**src/rtl/sfc_pkg.sv**
```systemverilog
// Package sfc_pkg: register offsets, bit positions, opcodes and helpers shared
// by the serial flash command master. Assumes a 32-bit word bus.
package sfc_pkg;

    // Register offsets (byte addresses)
    localparam int OFS_MODE = 'h00;
    localparam int OFS_CMD  = 'h04;
    localparam int OFS_STAT = 'h08;
    localparam int OFS_TXD  = 'h0C;
    localparam int OFS_RXD  = 'h10;

    // Mode word bits
    localparam int B_SWCMD = 28;
    localparam int B_BURST = 29;

    // Command word fields
    localparam int F_TXN   = 0;
    localparam int F_RXN   = 4;
    localparam int B_GO    = 7;
    localparam int B_RDSR  = 10;
    localparam int B_WREN  = 11;
    localparam int F_BANK  = 12;

    // Status word bits
    localparam int B_DONE  = 8;

    // Flash opcodes issued by the one-shot triggers
    localparam logic [7:0] OPC_RDSR = 8'h05;
    localparam logic [7:0] OPC_WREN = 8'h06;

    typedef enum logic [1:0] {
        XOP_NONE = 2'd0,
        XOP_SEND = 2'd1,
        XOP_RDSR = 2'd2,
        XOP_WREN = 2'd3
    } xop_e;

    // Clamp a byte count into [lo, hi]
    function automatic logic [2:0] clamp_cnt(input logic [2:0] n,
                                             input logic [2:0] lo,
                                             input logic [2:0] hi);
        if (n < lo) return lo;
        if (n > hi) return hi;
        return n;
    endfunction

endpackage

```
**src/rtl/sfc_regs.sv**
```systemverilog
// Module sfc_regs: register file and command launcher. Decodes bus writes,
// picks the operation from the trigger bits (status read > write enable >
// go), freezes the command word while the engine is busy, and records the
// results the engine hands back. Assumes reads are combinational.
module sfc_regs
    import sfc_pkg::*;
#(
    parameter int DATA_W = 32,
    parameter int ADDR_W = 5
) (
    input  logic              clk,
    input  logic              rst_n,
    input  logic              bus_we,
    input  logic [ADDR_W-1:0] bus_addr,
    input  logic [DATA_W-1:0] bus_wdata,
    output logic [DATA_W-1:0] bus_rdata,
    input  logic              eng_busy_i,
    input  logic              eng_done_i,
    input  logic [DATA_W-1:0] eng_rx_i,
    output logic              start_o,
    output logic [2:0]        tx_bytes_o,
    output logic [2:0]        rx_bytes_o,
    output logic [DATA_W-1:0] tx_word_o,
    output logic [1:0]        bank_o,
    output logic              done_flag_o,
    output logic [15:0]       cmd_view_o
);
    localparam int MAX_BYTES = DATA_W / 8;
    localparam logic [2:0] MAXB = 3'(MAX_BYTES);

    logic              swcmd_q, burst_q;
    logic [2:0]        txn_q, rxn_q;
    logic [1:0]        bank_q;
    logic              done_q;
    logic [7:0]        fstat_q;
    logic [DATA_W-1:0] txd_q, rxd_q;
    logic              start_q;
    logic [2:0]        xtx_q, xrx_q;
    logic [DATA_W-1:0] xword_q;
    xop_e              xop_q;

    logic wr_mode, wr_cmd, wr_stat, wr_txd, cmd_open;

    assign wr_mode  = bus_we && (bus_addr == ADDR_W'(OFS_MODE));
    assign wr_cmd   = bus_we && (bus_addr == ADDR_W'(OFS_CMD));
    assign wr_stat  = bus_we && (bus_addr == ADDR_W'(OFS_STAT));
    assign wr_txd   = bus_we && (bus_addr == ADDR_W'(OFS_TXD));
    assign cmd_open = !eng_busy_i && !start_q;

    // Mode word: stores the software-command and write-burst flags
    always_ff @(posedge clk) begin
        if (!rst_n) begin
            swcmd_q <= 1'b0;
            burst_q <= 1'b0;
        end else if (wr_mode) begin
            swcmd_q <= bus_wdata[B_SWCMD];
            burst_q <= bus_wdata[B_BURST];
        end
    end

    // Transmit data word: writable at any time, sampled at launch
    always_ff @(posedge clk) begin
        if (!rst_n) txd_q <= '0;
        else if (wr_txd) txd_q <= bus_wdata;
    end

    // Command word: stores fields and launches at most one operation
    always_ff @(posedge clk) begin
        if (!rst_n) begin
            txn_q   <= '0;
            rxn_q   <= '0;
            bank_q  <= '0;
            start_q <= 1'b0;
            xtx_q   <= '0;
            xrx_q   <= '0;
            xword_q <= '0;
            xop_q   <= XOP_NONE;
        end else begin
            start_q <= 1'b0;
            if (wr_cmd && cmd_open) begin
                txn_q  <= bus_wdata[F_TXN +: 3];
                rxn_q  <= bus_wdata[F_RXN +: 3];
                bank_q <= bus_wdata[F_BANK +: 2];
                if (bus_wdata[B_RDSR]) begin
                    start_q <= 1'b1;
                    xop_q   <= XOP_RDSR;
                    xtx_q   <= 3'd1;
                    xrx_q   <= 3'd1;
                    xword_q <= DATA_W'(OPC_RDSR);
                end else if (bus_wdata[B_WREN]) begin
                    start_q <= 1'b1;
                    xop_q   <= XOP_WREN;
                    xtx_q   <= 3'd1;
                    xrx_q   <= 3'd0;
                    xword_q <= DATA_W'(OPC_WREN);
                end else if (bus_wdata[B_GO] && swcmd_q) begin
                    start_q <= 1'b1;
                    xop_q   <= XOP_SEND;
                    xtx_q   <= clamp_cnt(bus_wdata[F_TXN +: 3], 3'd1, MAXB);
                    xrx_q   <= clamp_cnt(bus_wdata[F_RXN +: 3], 3'd0, MAXB);
                    xword_q <= txd_q;
                end
            end
        end
    end

    // Completion flag: set by the engine, cleared by a zero in its bit
    always_ff @(posedge clk) begin
        if (!rst_n) done_q <= 1'b0;
        else if (eng_done_i) done_q <= 1'b1;
        else if (wr_stat && !bus_wdata[B_DONE]) done_q <= 1'b0;
    end

    // Result capture: status byte for status reads, receive word for sends
    always_ff @(posedge clk) begin
        if (!rst_n) begin
            fstat_q <= '0;
            rxd_q   <= '0;
        end else if (eng_done_i) begin
            if (xop_q == XOP_RDSR) fstat_q <= eng_rx_i[7:0];
            if (xop_q == XOP_SEND) rxd_q   <= eng_rx_i;
        end
    end

    assign cmd_view_o = {2'b00, bank_q, 5'b0, rxn_q, 1'b0, txn_q};

    // Read multiplexer
    always_comb begin
        bus_rdata = '0;
        case (bus_addr)
            ADDR_W'(OFS_MODE): begin
                bus_rdata[B_SWCMD] = swcmd_q;
                bus_rdata[B_BURST] = burst_q;
            end
            ADDR_W'(OFS_CMD):  bus_rdata[15:0] = cmd_view_o;
            ADDR_W'(OFS_STAT): begin
                bus_rdata[7:0]    = fstat_q;
                bus_rdata[B_DONE] = done_q;
            end
            ADDR_W'(OFS_TXD):  bus_rdata = txd_q;
            ADDR_W'(OFS_RXD):  bus_rdata = rxd_q;
            default:           bus_rdata = '0;
        endcase
    end

    assign start_o     = start_q;
    assign tx_bytes_o  = xtx_q;
    assign rx_bytes_o  = xrx_q;
    assign tx_word_o   = xword_q;
    assign bank_o      = bank_q;
    assign done_flag_o = done_q;

endmodule

```
**src/rtl/sfc_engine.sv**
```systemverilog
// Module sfc_engine: mode-3 bit shifter. On start it drops the clock and
// launches bit 0, then runs CLK_DIV system clocks per bit (low half, high
// half), samples the input as the clock rises during the receive phase, and
// spends one tail cycle before releasing select. Assumes CLK_DIV is even,
// at least 2, and that byte counts never exceed DATA_W/8.
module sfc_engine #(
    parameter int DATA_W  = 32,
    parameter int CLK_DIV = 4
) (
    input  logic              clk,
    input  logic              rst_n,
    input  logic              start_i,
    input  logic [2:0]        tx_bytes_i,
    input  logic [2:0]        rx_bytes_i,
    input  logic [DATA_W-1:0] tx_word_i,
    output logic              busy_o,
    output logic              done_o,
    output logic [DATA_W-1:0] rx_word_o,
    output logic              sck_o,
    output logic              mosi_o,
    input  logic              miso_i
);
    localparam int HALF   = CLK_DIV / 2;
    localparam int DIV_W  = (CLK_DIV > 2) ? $clog2(CLK_DIV) : 1;
    localparam int WIDX_W = $clog2(DATA_W);
    localparam int BIT_W  = WIDX_W + 1;

    typedef enum logic [1:0] {ST_IDLE, ST_RUN, ST_TAIL} st_e;

    st_e               st_q;
    logic [DIV_W-1:0]  div_q;
    logic [BIT_W-1:0]  bit_q, txbits_q, last_q, nxt_bit;
    logic [DATA_W-1:0] txw_q, rxw_q;
    logic              sck_q, mosi_q;
    logic [BIT_W:0]    tot_bits;

    // Word position of serial bit i: byte i/8, most significant bit first
    function automatic logic [WIDX_W-1:0] wpos(input logic [BIT_W-1:0] i);
        return {i[WIDX_W-1:3], ~i[2:0]};
    endfunction

    assign tot_bits = ((BIT_W+1)'(tx_bytes_i) + (BIT_W+1)'(rx_bytes_i)) << 3;
    assign nxt_bit  = bit_q + 1'b1;

    // Sequencer: clock divider, bit counter, launch and capture
    always_ff @(posedge clk) begin
        if (!rst_n) begin
            st_q     <= ST_IDLE;
            div_q    <= '0;
            bit_q    <= '0;
            txbits_q <= '0;
            last_q   <= '0;
            txw_q    <= '0;
            rxw_q    <= '0;
            sck_q    <= 1'b1;
            mosi_q   <= 1'b0;
        end else begin
            case (st_q)
                ST_IDLE: begin
                    if (start_i) begin
                        st_q     <= ST_RUN;
                        div_q    <= '0;
                        bit_q    <= '0;
                        txbits_q <= BIT_W'({tx_bytes_i, 3'b000});
                        last_q   <= BIT_W'(tot_bits - 1'b1);
                        txw_q    <= tx_word_i;
                        rxw_q    <= '0;
                        sck_q    <= 1'b0;
                        mosi_q   <= tx_word_i[wpos('0)];
                    end
                end
                ST_RUN: begin
                    div_q <= div_q + 1'b1;
                    if (div_q == DIV_W'(HALF - 1)) begin
                        sck_q <= 1'b1;
                        if (bit_q >= txbits_q)
                            rxw_q[wpos(bit_q - txbits_q)] <= miso_i;
                    end
                    if (div_q == DIV_W'(CLK_DIV - 1)) begin
                        div_q <= '0;
                        if (bit_q == last_q) begin
                            st_q <= ST_TAIL;
                        end else begin
                            bit_q  <= nxt_bit;
                            sck_q  <= 1'b0;
                            mosi_q <= (nxt_bit < txbits_q) ? txw_q[wpos(nxt_bit)] : 1'b0;
                        end
                    end
                end
                ST_TAIL: st_q <= ST_IDLE;
                default: st_q <= ST_IDLE;
            endcase
        end
    end

    assign busy_o    = (st_q != ST_IDLE);
    assign done_o    = (st_q == ST_TAIL);
    assign rx_word_o = rxw_q;
    assign sck_o     = sck_q;
    assign mosi_o    = mosi_q;

endmodule

```
**src/rtl/sfc_csdec.sv**
```systemverilog
// Module sfc_csdec: turns the engine's active flag and the bank number into
// one active-low select per bank. Assumes NUM_BANKS is at most 4.
module sfc_csdec #(
    parameter int NUM_BANKS = 4
) (
    input  logic                 active_i,
    input  logic [1:0]           bank_i,
    output logic [NUM_BANKS-1:0] cs_n_o
);
    // One decoder leg per bank
    for (genvar b = 0; b < NUM_BANKS; b++) begin : g_leg
        assign cs_n_o[b] = !(active_i && (bank_i == 2'(b)));
    end
endmodule

```
**src/rtl/sflash_cmd_master.sv**
```systemverilog
// Module sflash_cmd_master: top of the serial flash command master. Joins the
// register file, the bit engine and the select decoder. Assumes a single
// clock domain and a flash that works in clock mode 3.
module sflash_cmd_master #(
    parameter int DATA_W    = 32,
    parameter int ADDR_W    = 5,
    parameter int NUM_BANKS = 4,
    parameter int CLK_DIV   = 4
) (
    input  logic                 clk,
    input  logic                 rst_n,
    input  logic                 bus_we,
    input  logic [ADDR_W-1:0]    bus_addr,
    input  logic [DATA_W-1:0]    bus_wdata,
    output logic [DATA_W-1:0]    bus_rdata,
    output logic                 spi_sck,
    output logic                 spi_mosi,
    input  logic                 spi_miso,
    output logic [NUM_BANKS-1:0] spi_cs_n
);
    logic              start_w, busy_w, done_w, done_flag_w;
    logic [2:0]        txb_w, rxb_w;
    logic [DATA_W-1:0] txw_w, rxw_w;
    logic [1:0]        bank_w;
    logic [15:0]       cmd_view_w;

    sfc_regs #(.DATA_W(DATA_W), .ADDR_W(ADDR_W)) u_regs (
        .clk         (clk),
        .rst_n       (rst_n),
        .bus_we      (bus_we),
        .bus_addr    (bus_addr),
        .bus_wdata   (bus_wdata),
        .bus_rdata   (bus_rdata),
        .eng_busy_i  (busy_w),
        .eng_done_i  (done_w),
        .eng_rx_i    (rxw_w),
        .start_o     (start_w),
        .tx_bytes_o  (txb_w),
        .rx_bytes_o  (rxb_w),
        .tx_word_o   (txw_w),
        .bank_o      (bank_w),
        .done_flag_o (done_flag_w),
        .cmd_view_o  (cmd_view_w)
    );

    sfc_engine #(.DATA_W(DATA_W), .CLK_DIV(CLK_DIV)) u_engine (
        .clk        (clk),
        .rst_n      (rst_n),
        .start_i    (start_w),
        .tx_bytes_i (txb_w),
        .rx_bytes_i (rxb_w),
        .tx_word_i  (txw_w),
        .busy_o     (busy_w),
        .done_o     (done_w),
        .rx_word_o  (rxw_w),
        .sck_o      (spi_sck),
        .mosi_o     (spi_mosi),
        .miso_i     (spi_miso)
    );

    sfc_csdec #(.NUM_BANKS(NUM_BANKS)) u_csdec (
        .active_i (busy_w),
        .bank_i   (bank_w),
        .cs_n_o   (spi_cs_n)
    );

endmodule

```
**config.mk**
```make
export PLATFORM = sky130hd
export DESIGN_NAME = sflash_cmd_master
export DESIGN_NICKNAME = d
export VERILOG_FILES = /design/src/rtl/sfc_pkg.sv /design/src/rtl/sfc_regs.sv /design/src/rtl/sfc_engine.sv /design/src/rtl/sfc_csdec.sv /design/src/rtl/sflash_cmd_master.sv
export SDC_FILE = /design/constraint.sdc
export NUM_CORES = 1
export LEC_CHECK = 0
export BUFFER_PORTS_ARGS = -buffer_cell sky130_fd_sc_hd__buf_2
export CAP_MARGIN = 25
export CORE_ASPECT_RATIO = 1.5
export CORE_UTILIZATION = 35
export CTS_BUF_LIST = sky130_fd_sc_hd__clkbuf_8 sky130_fd_sc_hd__clkbuf_16
export CTS_CLUSTER_DIAMETER = 120
export DETAILED_ROUTE_END_ITERATION = 8
export HOLD_SLACK_MARGIN = 0.08
export PLACE_DENSITY = 0.57
export SLEW_MARGIN = 10
export SYNTH_ARGS = -nofsm -noshare
export SYNTH_HDL_FRONTEND = slang
export SYNTH_SLANG_ARGS = --single-unit
```
**constraint.sdc**
```tcl
create_clock -name clk -period 2.8 [get_ports clk]
set_clock_uncertainty 0.1 [all_clocks]
set_input_delay 0.56 -clock clk [delete_from_list [all_inputs] [get_ports clk]]
set_output_delay 0.56 -clock clk [all_outputs]
set_load 0.02 [all_outputs]
```
Yosys cells after proc, flatten, opt, wreduce, memory -nomap -nowiden
Cells that the tools add are included.
W data, S select, Z words.

word-level totals
  register bits after elaboration = 209
  input bits = 41
  output and inout port bits = 38
  word-level logic and storage cells = 181

cells by class
  add/sub/neg operators = 5
  order comparisons = 9
  eq/ne operators = 20
  multiplexer cells = 86
  bitwise gates (word level) = 2
  reductions and logical operators = 36

operators by type and width
  kind                   count
  $mux W32               6
  $pmux W32 S2           1
  $mux W3                14
  $mux W1                41
  $pmux W9 S4            1
  $bwmux W32             1
  $pmux W12 S2           1
  $pmux W7 S3            1
  $mux W6                3
  $mux W2                8
  $logic_and A1 B1 Y1    13
  $lt A5 B6 Y1 const B   2
  $pmux W2 S2            3
  $pmux W6 S2            1
  $reduce_and A2 Y1      6
  $eq A2 B2 Y1 const B   5
  $eq A5 B4 Y1 const B   2
  $eq A2 B1 Y1 const B   4
  $ne A2 B1 Y1 const B   4
  $reduce_and A4 Y1      2
  $logic_not A1 Y1       7
  $add A6 B1 Y6 const B  1
  $eq A6 B6 Y1           1
  $ge A6 B6 Y1           1
  21 further kinds       29

Longest topological paths before layout
Gate-level depths: netlist (run 1).

  word-level depth = 18
  mapped depth = 10
  mapped depth without buffers = 8

By module
A second synthesis (run 1) with hierarchy kept.

second synthesis, totals
  cell total of the unflattened synthesis = 1019
  area, all modules = 9176.3 sq um

modules (own cells, without submodules)
  module      instances  cells each  area each (sq um)  seq. area each (sq um)
  sfc_regs    1          553         4986.0             2482.4
  sfc_engine  1          462         4161.5             1661.6
  sfc_csdec   1          4           28.8               0.0

Worst setup path after synthesis (run 1)
Ideal clock, no wire load.

  path type = reg2reg
  start point = reg u_engine.bit_q[0]
  end point = reg u_engine.mosi_q (netlist: u_engine.mosi_o)
  library setup time = 0.126 ns
  data arrival time = 2.761 ns
  data required time = 2.574 ns
  setup slack = -0.187 ns
  cell stages (with the launch flop) = 9
  path buffers = 2
  period minus slack after synthesis = 2.987 ns
  cells stage by stage = dfxtp_1 -> buf_1 -> inv_1 -> ha_1 -> buf_1 -> mux4_2 -> mux4_2 -> mux2i_1 -> o22ai_1

on the way
  cells in the longest elaborated chain, start to end = 8
  elaborated cells on any way between the ends = 12
  those cells by class = add/sub: 1; order compare: 1; eq/ne: 2; mux: 6; bitwise: 1; reduce/logical: 1

ends and longest elaborated chain
  element                        RTL line          text
  start, declared                sfc_engine.sv:32  logic [BIT_W-1:0] bit_q, txbits_q, last_q, nxt_bit;
  start signal, assigned         sfc_engine.sv:84  bit_q <= nxt_bit;
  $add A6 B1 Y6                  sfc_engine.sv:43  assign nxt_bit = bit_q + 1'b1;
  $not A3 Y3                     sfc_engine.sv:39  return {i[WIDX_W-1:3], ~i[2:0]};
  $bmux W1 S5                    sfc_engine.sv:86  mosi_q <= (nxt_bit < txbits_q) ? txw_q[wpos(nxt_bit)] : 1'b0;
  $mux W1 (implied by the code)  sfc_engine.sv:86
  $mux W1                        sfc_engine.sv:86
  $mux W1                        sfc_engine.sv:81  if (bit_q == last_q) begin
  $mux W1                        sfc_engine.sv:79  if (div_q == DIV_W'(CLK_DIV - 1)) begin
  $pmux W1 S2                    sfc_engine.sv:58  case (st_q)
  end signal, assigned           sfc_engine.sv:69  mosi_q <= tx_word_i[wpos('0)];
  end signal, assigned           sfc_engine.sv:86
  end, declared                  sfc_engine.sv:34  logic sck_q, mosi_q;

Several ways; a longest one is shown, not always the timed one. The select of a mux whose other input is x is not followed.
A chain may end at the register's enable or synchronous reset.

Worst setup path after layout (run 1)
  start point = in bus_addr[1]
  end point = out bus_rdata[13]

on the way
  cells in the longest elaborated chain, start to end = 2
  elaborated cells on any way between the ends = 4
  those cells by class = eq/ne: 3; mux: 1

ends and longest elaborated chain
  element                               RTL line                 text
  start, declared                       sflash_cmd_master.sv:13  input logic [ADDR_W-1:0] bus_addr,
  $eq A5 B5 Y1 (tied with other cells)  sfc_regs.sv:130          case (bus_addr)
  $pmux W7 S3 *                         sfc_regs.sv:130
  end, declared                         sflash_cmd_master.sv:15  output logic [DATA_W-1:0] bus_rdata,

Mark *: on every way between the ends. The rest lies on a longest branch, timed or not.

==> results of run 1 <==
-- final cells by class --
class                   instances  area share
multi-input cells             738       0.430
flip-flops and latches        207       0.385
repair buffers                127      0.0745
clock buffers                  24      0.0526
well taps                     333      0.0387
clock inverters                14      0.0138
inverters                      17     0.00592
-- cells in the mapped netlist (3+ instances only) --
master	instances	area, µm²
nand2b_1	4	25.0
nand2_1	240	901
and3_1	8	50.1
o21ai_0	43	215
mux4_2	10	225
or3_1	3	18.8
a22oi_1	12	90.1
a21oi_1	39	195
nor3b_1	4	30.0
nand4b_1	3	26.3
dfxtp_1	207	4140
clkbuf_1	65	244
a22o_1	38	333
xnor2_1	7	61.3
nor2b_1	33	206
buf_2	9	45.0
a222oi_1	11	110
nor3_1	6	30.0
nor2_1	19	71.3
a21boi_0	140	1050
nand3b_1	3	22.5
mux2i_1	21	210
inv_1	17	63.8
buf_1	8	30.0
and2_1	7	43.8
ha_1	13	163
nand3_1	38	190
o211a_1	5	50.1
xor2_1	5	43.8
-- per-layer routing --
| layer | part of all wire | track usage |
|---|---|---|
| met1 | 0.44 | 0.238 |
| met2 | 0.50 | 0.351 |
| met3 | 0.036 | 0.0189 |
| met4 | 0.031 | 0.0707 |
| met5 | 0 | 0 |
-- kinds of logic after synthesis --
kind of cell / count (synthesis)
AO/OA/AOI/OAI: 298
buffers and inverters: 100
AND/OR/NAND/NOR: 383
adder cells (fa/ha/maj): 14
multiplexers: 31
XOR/XNOR: 12
flip-flops: 207
-- path summary, 6_finish.rpt --
path / endpoint / slack, ns
setup reg to reg: u_engine.mosi_o$_SDFFE_PN0P_ / 0.37
hold reg to reg: u_engine.txw_q[0]$_SDFFE_PN0P_ / 0.36
setup / recovery: bus_rdata[13] / 0.11
hold / removal: u_regs.txd_q[15]$_SDFFE_PN0P_ / 0.21
-- what timing repair did --
item | CTS | global route
endpoints found under the setup margin | 0 | 1
hold buffers | 0 | 0
resized for setup | 0 | 1
-- worst reg2reg max path: stages, from the launching register on --
cell	delay [ns]
dfxtp_1	0.37
inv_1	0.07
ha_1	0.40
mux4_2	0.53
mux4_2	0.50
mux2i_1	0.24
o22ai_1	0.09
-- cell usage in the layout (no fill, tap or decap), types with 4 or more instances in the layout --
| cell type | netlist | layout |
|---|---|---|
| nand2_1 | 240 | 240 |
| dfxtp_1 | 207 | 207 |
| a21boi_0 | 140 | 140 |
| buf_2 | 9 | 77 |
| buf_4 | 0 | 46 |
| o21ai_0 | 43 | 43 |
| a21oi_1 | 39 | 39 |
| nand3_1 | 38 | 38 |
| a22o_1 | 38 | 38 |
| nor2b_1 | 33 | 33 |
| mux2i_1 | 21 | 21 |
| clkbuf_16 | 0 | 21 |
| inv_1 | 17 | 20 |
| nor2_1 | 19 | 19 |
| ha_1 | 13 | 13 |
| a22oi_1 | 12 | 12 |
| a222oi_1 | 11 | 11 |
| mux4_2 | 10 | 10 |
| and3_1 | 8 | 8 |
| xnor2_1 | 7 | 7 |
| and2_1 | 7 | 7 |
| nor3_1 | 6 | 6 |
| clkinv_2 | 0 | 6 |
| o211a_1 | 5 | 5 |
| xor2_1 | 5 | 5 |
| nand2b_1 | 4 | 4 |
-- where the power goes --
group / internal (µW) / switching (µW)
combinational: 75.9 / 96.7
sequential: 2950 / 7.33
clock: 1730 / 1180
total: 4760 / 1290
-- through the flow --
step	util	cells	hold slack (ns)	total power [µW]
finish	0.418	1460	0.207	6050
global route	0.418	1460	0.191	6240
CTS	0.417	1459	0.195	6110
detailed placement	0.390	1421	0.354	3200
global placement	0.390	1421	0.349	3200
floorplan	-	1045	0.337	3110
-- state kept, by name, summed over array words and instances (netlist names) --
name,cells
u_regs.rxd_q,32
u_regs.start_o,1
u_regs.swcmd_q,1
u_regs.rxn_q,3
u_regs.tx_word_o,32
u_engine.bit_q,6
u_engine.last_q,4
u_engine.rx_word_o,32
u_regs.burst_q,1
u_engine.mosi_o,1
u_regs.rx_bytes_o,3
u_regs.bank_o,2
u_engine.div_q,2
u_regs.fstat_q,8
u_engine.txbits_q,3
u_engine.sck_o,1
u_engine.st_q,2
u_regs.txd_q,32
u_regs.xop_q,2
u_regs.tx_bytes_o,3
u_regs.txn_q,3
u_engine.txw_q,32
u_regs.done_flag_o,1
==> run summary, run 1 <==
Status = complete, no violations
Post-synthesis mux area share = 0.0476
DRT Pass-1 Iters = 5
Hold Path Cell Cnt = 3
Initial antenna violation count = 0
CP max-delay cell = a222oi_1
DRC errors left = 0
Most frequent CP cell = buf_2
Critical Path Start = bus_addr[1]
CTS H-tree depth = 1
Final net count = 1167
Io pins = 79
Worst vdd ir = 0.000503 V
Iter 0 DRT Violations = 506
GR Util All Layers = 0.194
Synth Area per Inst = 8.76 µm²
Fin crit period = 2.69 ns
Antenna cells = 0
Area of the multi-input gates = 4630 µm²
Share of layout cells above drive strength 1 = 0.164
Largest net degree at the start of global routing = 56
Die area = 26800 µm²
Reg-to-reg critical path startpoint = u_engine.bit_q[0]$_SDFFE_PN0P_
Initial Utilization = 0.355
Total grt overflow = 0
R2R depth = 6
Final setup viols = 0
CP startpoint kind = primary input
Routed vias = 7532
Clk_lat worst skew = 0.51 ns
Crit-path cells = buf_2 > nor3_1 > buf_4 > and3_1 > buf_12 > a222oi_1 > inv_1 > buf_2
Register area = 4140 µm²
Synth Area in Adders = 0.0200
Top delay family on crit path = buffers and inverters
WL/cell = 17.7 µm
Total negative slack = 0 ns
CTS tree = built
Setup WS post-layout = 0.115 ns
Pre-CTS setup slack = 0.0932 ns
Worst-Margin Slew = 0.797 ns
Most used DFF post-synth = dfxtp_1
Setup Fix Bufs, Post-CTS = 0
RSZ-0062 raised after global routing = no
DR vias/cell = 5.16
HP Class = primary input to register
Hold Fails Final Rpt = 0
Min-delay src = bus_wdata[15]
Synth Net Count = 1100
Largest family of logic cells by synthesized area = compound AO/OA/AOI/OAI gates
Worst slew margin = 0.469
Pleak = 0.00406 µW
Vias in the first global route = 7410
Async set-reset flop share out of synthesis = 0
Final Max Slew Viols = 0
Port buffer count = 78
Critical-path maximum fanout = 16
DP Area = 10000 µm²
Arr. time, crit path = 2.03 ns
Mapped Area = 9160 µm²
Std-Cell Rows = 72
Gate count of the mapped netlist = 1045
Routed Antenna Nets = 0
Die Y = 200 µm
CTS Buf Count = 21
Compound-cell area share of the yosys netlist = 0.234
EDFF count, synth = 0
Max-cap violation count = 0
YS warnings = 0
GPL Wtd Cong = 0.876
#FFs+latches synth = 207
Root buf cell = clkbuf_16
Final instance area = 10800 µm²
DP Wirelength = 18.9 mm
Synthesis-to-finish area growth = 17.6%
FMAX = 0.372 GHz
Sequential-to-total area share from yosys stat = 0.453
WS Path Type = primary input to primary output
TritonCTS sink count = 207
First-pass GRT wire length = 40.6 mm
Clock Path Buffers = 3
Worst EP required = 2.14 ns
Worst-path clk slew = 0.06 ns
CP Capture Type = primary output
Pwr/cell area = 561 nW/µm²
Post-Synth XOR/XNOR Area = 0.0115
Die W = 134 µm
Simple-gate share of the synthesized area = 0.191
Fillers = 2589
CORE AREA = 25800 µm²
Critical path buffers and inverters = 5
Max stage delay on crit path = 0.50 ns
Critical path depth in cells = 8
Yosys cell types = 53
Final period util = 0.959
Final wirelength = 25.9 mm
Note: power is estimated with default switching activity, not from simulation.
==> inputs of run 2 (changes only) <==
--- a/config.mk
+++ b/config.mk
@@ -13,7 +13,7 @@
 export CTS_CLUSTER_DIAMETER = 120
 export DETAILED_ROUTE_END_ITERATION = 8
 export HOLD_SLACK_MARGIN = 0.08
-export PLACE_DENSITY = 0.57
+export PLACE_DENSITY = 0.56
 export SLEW_MARGIN = 10
 export SYNTH_ARGS = -nofsm -noshare
 export SYNTH_HDL_FRONTEND = slang
==> constraint.sdc (replaced) <==
create_clock -name clk -period 2.9 [get_ports clk]
set_clock_uncertainty 0.1 [all_clocks]
set_input_delay 0.58 -clock clk [delete_from_list [all_inputs] [get_ports clk]]
set_output_delay 0.58 -clock clk [all_outputs]
set_load 0.02 [all_outputs]
==> run 2 against run 1 <==
Compared with the run above: sequential cell count unchanged; design area about the same; highest routed layer unchanged; critical path type unchanged; critical endpoint is now bus_rdata[8]; global-route usage rose by 0.46 points.
==> run summary, run 2 (same netlist as run 1, synthesis figures left out) <==
Status = complete, no violations
Io pins = 79
DRC errors left = 0
Worst EP required = 2.22 ns
First-pass GRT wire length = 41.2 mm
Max stage delay on crit path = 0.36 ns
CP Capture Type = primary output
Hold Fails Final Rpt = 0
DRT Pass-1 Iters = 5
Worst-path clk slew = 0.06 ns
WS Path Type = primary input to primary output
Port buffer count = 78
Final net count = 1157
CORE AREA = 25800 µm²
WL/cell = 18.4 µm
Synthesis-to-finish area growth = 17.7%
FMAX = 0.365 GHz
Std-Cell Rows = 72
Routed vias = 7544
Iter 0 DRT Violations = 474
Worst vdd ir = 0.000324 V
Max-cap violation count = 0
Final period util = 0.945
HP Class = primary input to register
Root buf cell = clkbuf_16
Pleak = 0.00404 µW
Most frequent CP cell = buf_2
Total grt overflow = 0
GR Util All Layers = 0.199
TritonCTS sink count = 207
CTS H-tree depth = 1
CTS Buf Count = 20
Pwr/cell area = 563 nW/µm²
CTS tree = built
Largest net degree at the start of global routing = 80
Arr. time, crit path = 2.06 ns
Finished Core Util = 0.418
Die Y = 200 µm
DR vias/cell = 5.20
Clock Path Buffers = 3
Initial Utilization = 0.355
Total negative slack = 0 ns
Die W = 134 µm
Most common cell after layout, fill and taps aside = nand2_1
Clk_lat worst skew = 0.52 ns
GPL Wtd Cong = 0.860
Final Max Slew Viols = 0
Setup Fix Bufs, Post-CTS = 0
Vias in the first global route = 7067
Worst-Margin Slew = 0.777 ns
Final setup viols = 0
CP max-delay cell = and2_1
Initial antenna violation count = 1
CP startpoint kind = primary input
Critical-path maximum fanout = 12
Final wirelength = 26.7 mm
RSZ-0062 raised after global routing = no
Die area = 26800 µm²
Worst slew margin = 0.482
CTS Hold Buffers Added = 0
Share of layout cells above drive strength 1 = 0.156
DP Wirelength = 18.9 mm
Fin crit period = 2.74 ns
Commonest non-fill, non-tap cells in the layout = nand2_1 (240), dfxtp_1 (207), a21boi_0 (140), buf_2 (77), o21ai_0 (43)
Routed Antenna Nets = 0
Crit-path cells = buf_2 > nor4_1 > and2_1 > buf_4 > a222oi_1 > inv_1 > buf_2
-- run 2: changes by cell type in the layout (fill, tap and decap cells not counted), moves of 2 or more --
| cell | delta |
|---|---|
| buf_4 | -9 |
| bufinv_16 | +3 |
| clkinv_2 | -4 |
| inv_6 | -2 |
-- run 2: worst max-delay path: cells and delay by family --
family | cells | cell delay (ns)
AO/OA/AOI/OAI | 1 | 0.16
buffers and inverters | 4 | 0.64
AND/OR/NAND/NOR | 2 | 0.67
-- run 2: power breakdown --
part | switching, µW | internal, µW
Clock | 1140 | 1900
Combinational | 93.3 | 73.2
Sequential | 6.76 | 2850
-- run 2: final timing paths --
kind	end	slack, ns	from	cells past startpoint
worst min-delay path	u_regs.txd_q[23]$_SDFFE_PN0P_	0.21	bus_wdata[23]	3
worst max register to register	u_engine.mosi_o$_SDFFE_PN0P_	0.36	u_engine.bit_q[0]$_SDFFE_PN0P_	6
worst max-delay path	bus_rdata[8]	0.16	bus_addr[2]	7
worst min register to register	u_engine.txw_q[9]$_SDFFE_PN0P_	0.36	u_regs.tx_word_o[9]$_SDFFE_PN0P_	2
-- run 2: metal layers --
metal  global-route usage  part of all wire  vias up
met5                    0                 0        -
met4               0.0566             0.020        0
met1                0.248              0.44     3636
li1                     -                 -     3740
met2                0.358              0.51      135
met3               0.0227             0.038       33
-- run 2: what timing repair did --
item,in CTS,in global routing
endpoints found under the hold margin,0,0
endpoints found under the setup margin,0,1
resized for setup,0,1
-- run 2: area by class of cell --
cell class	count	area (µm²)
Antenna cell	1	2.50
Clock buffer	24	556
Clock inverter	12	218
Fill cell	2677	15000
Inverter	17	63.8
Multi-Input combinational cell	738	4620
Sequential cell	207	4140
Tap cell	333	417
Timing Repair Buffer	118	751
-- run 2: metrics by stage --
step / hold slack [ns] / total power [µW] / area, µm² / std cells / worst slack (ns)
final: 0.213 / 6060 / 10800 / 1450 / 0.159
after global placement: 0.346 / 3090 / 9970 / 1412 / 0.0403
after detailed placement: 0.353 / 3090 / 10000 / 1413 / 0.0664
after floorplan: 0.337 / 3010 / 9160 / 1045 / 0.171
after CTS: 0.202 / 6130 / 10800 / 1449 / 0.0659
after global routing: 0.206 / 6240 / 10800 / 1450 / 0.0567
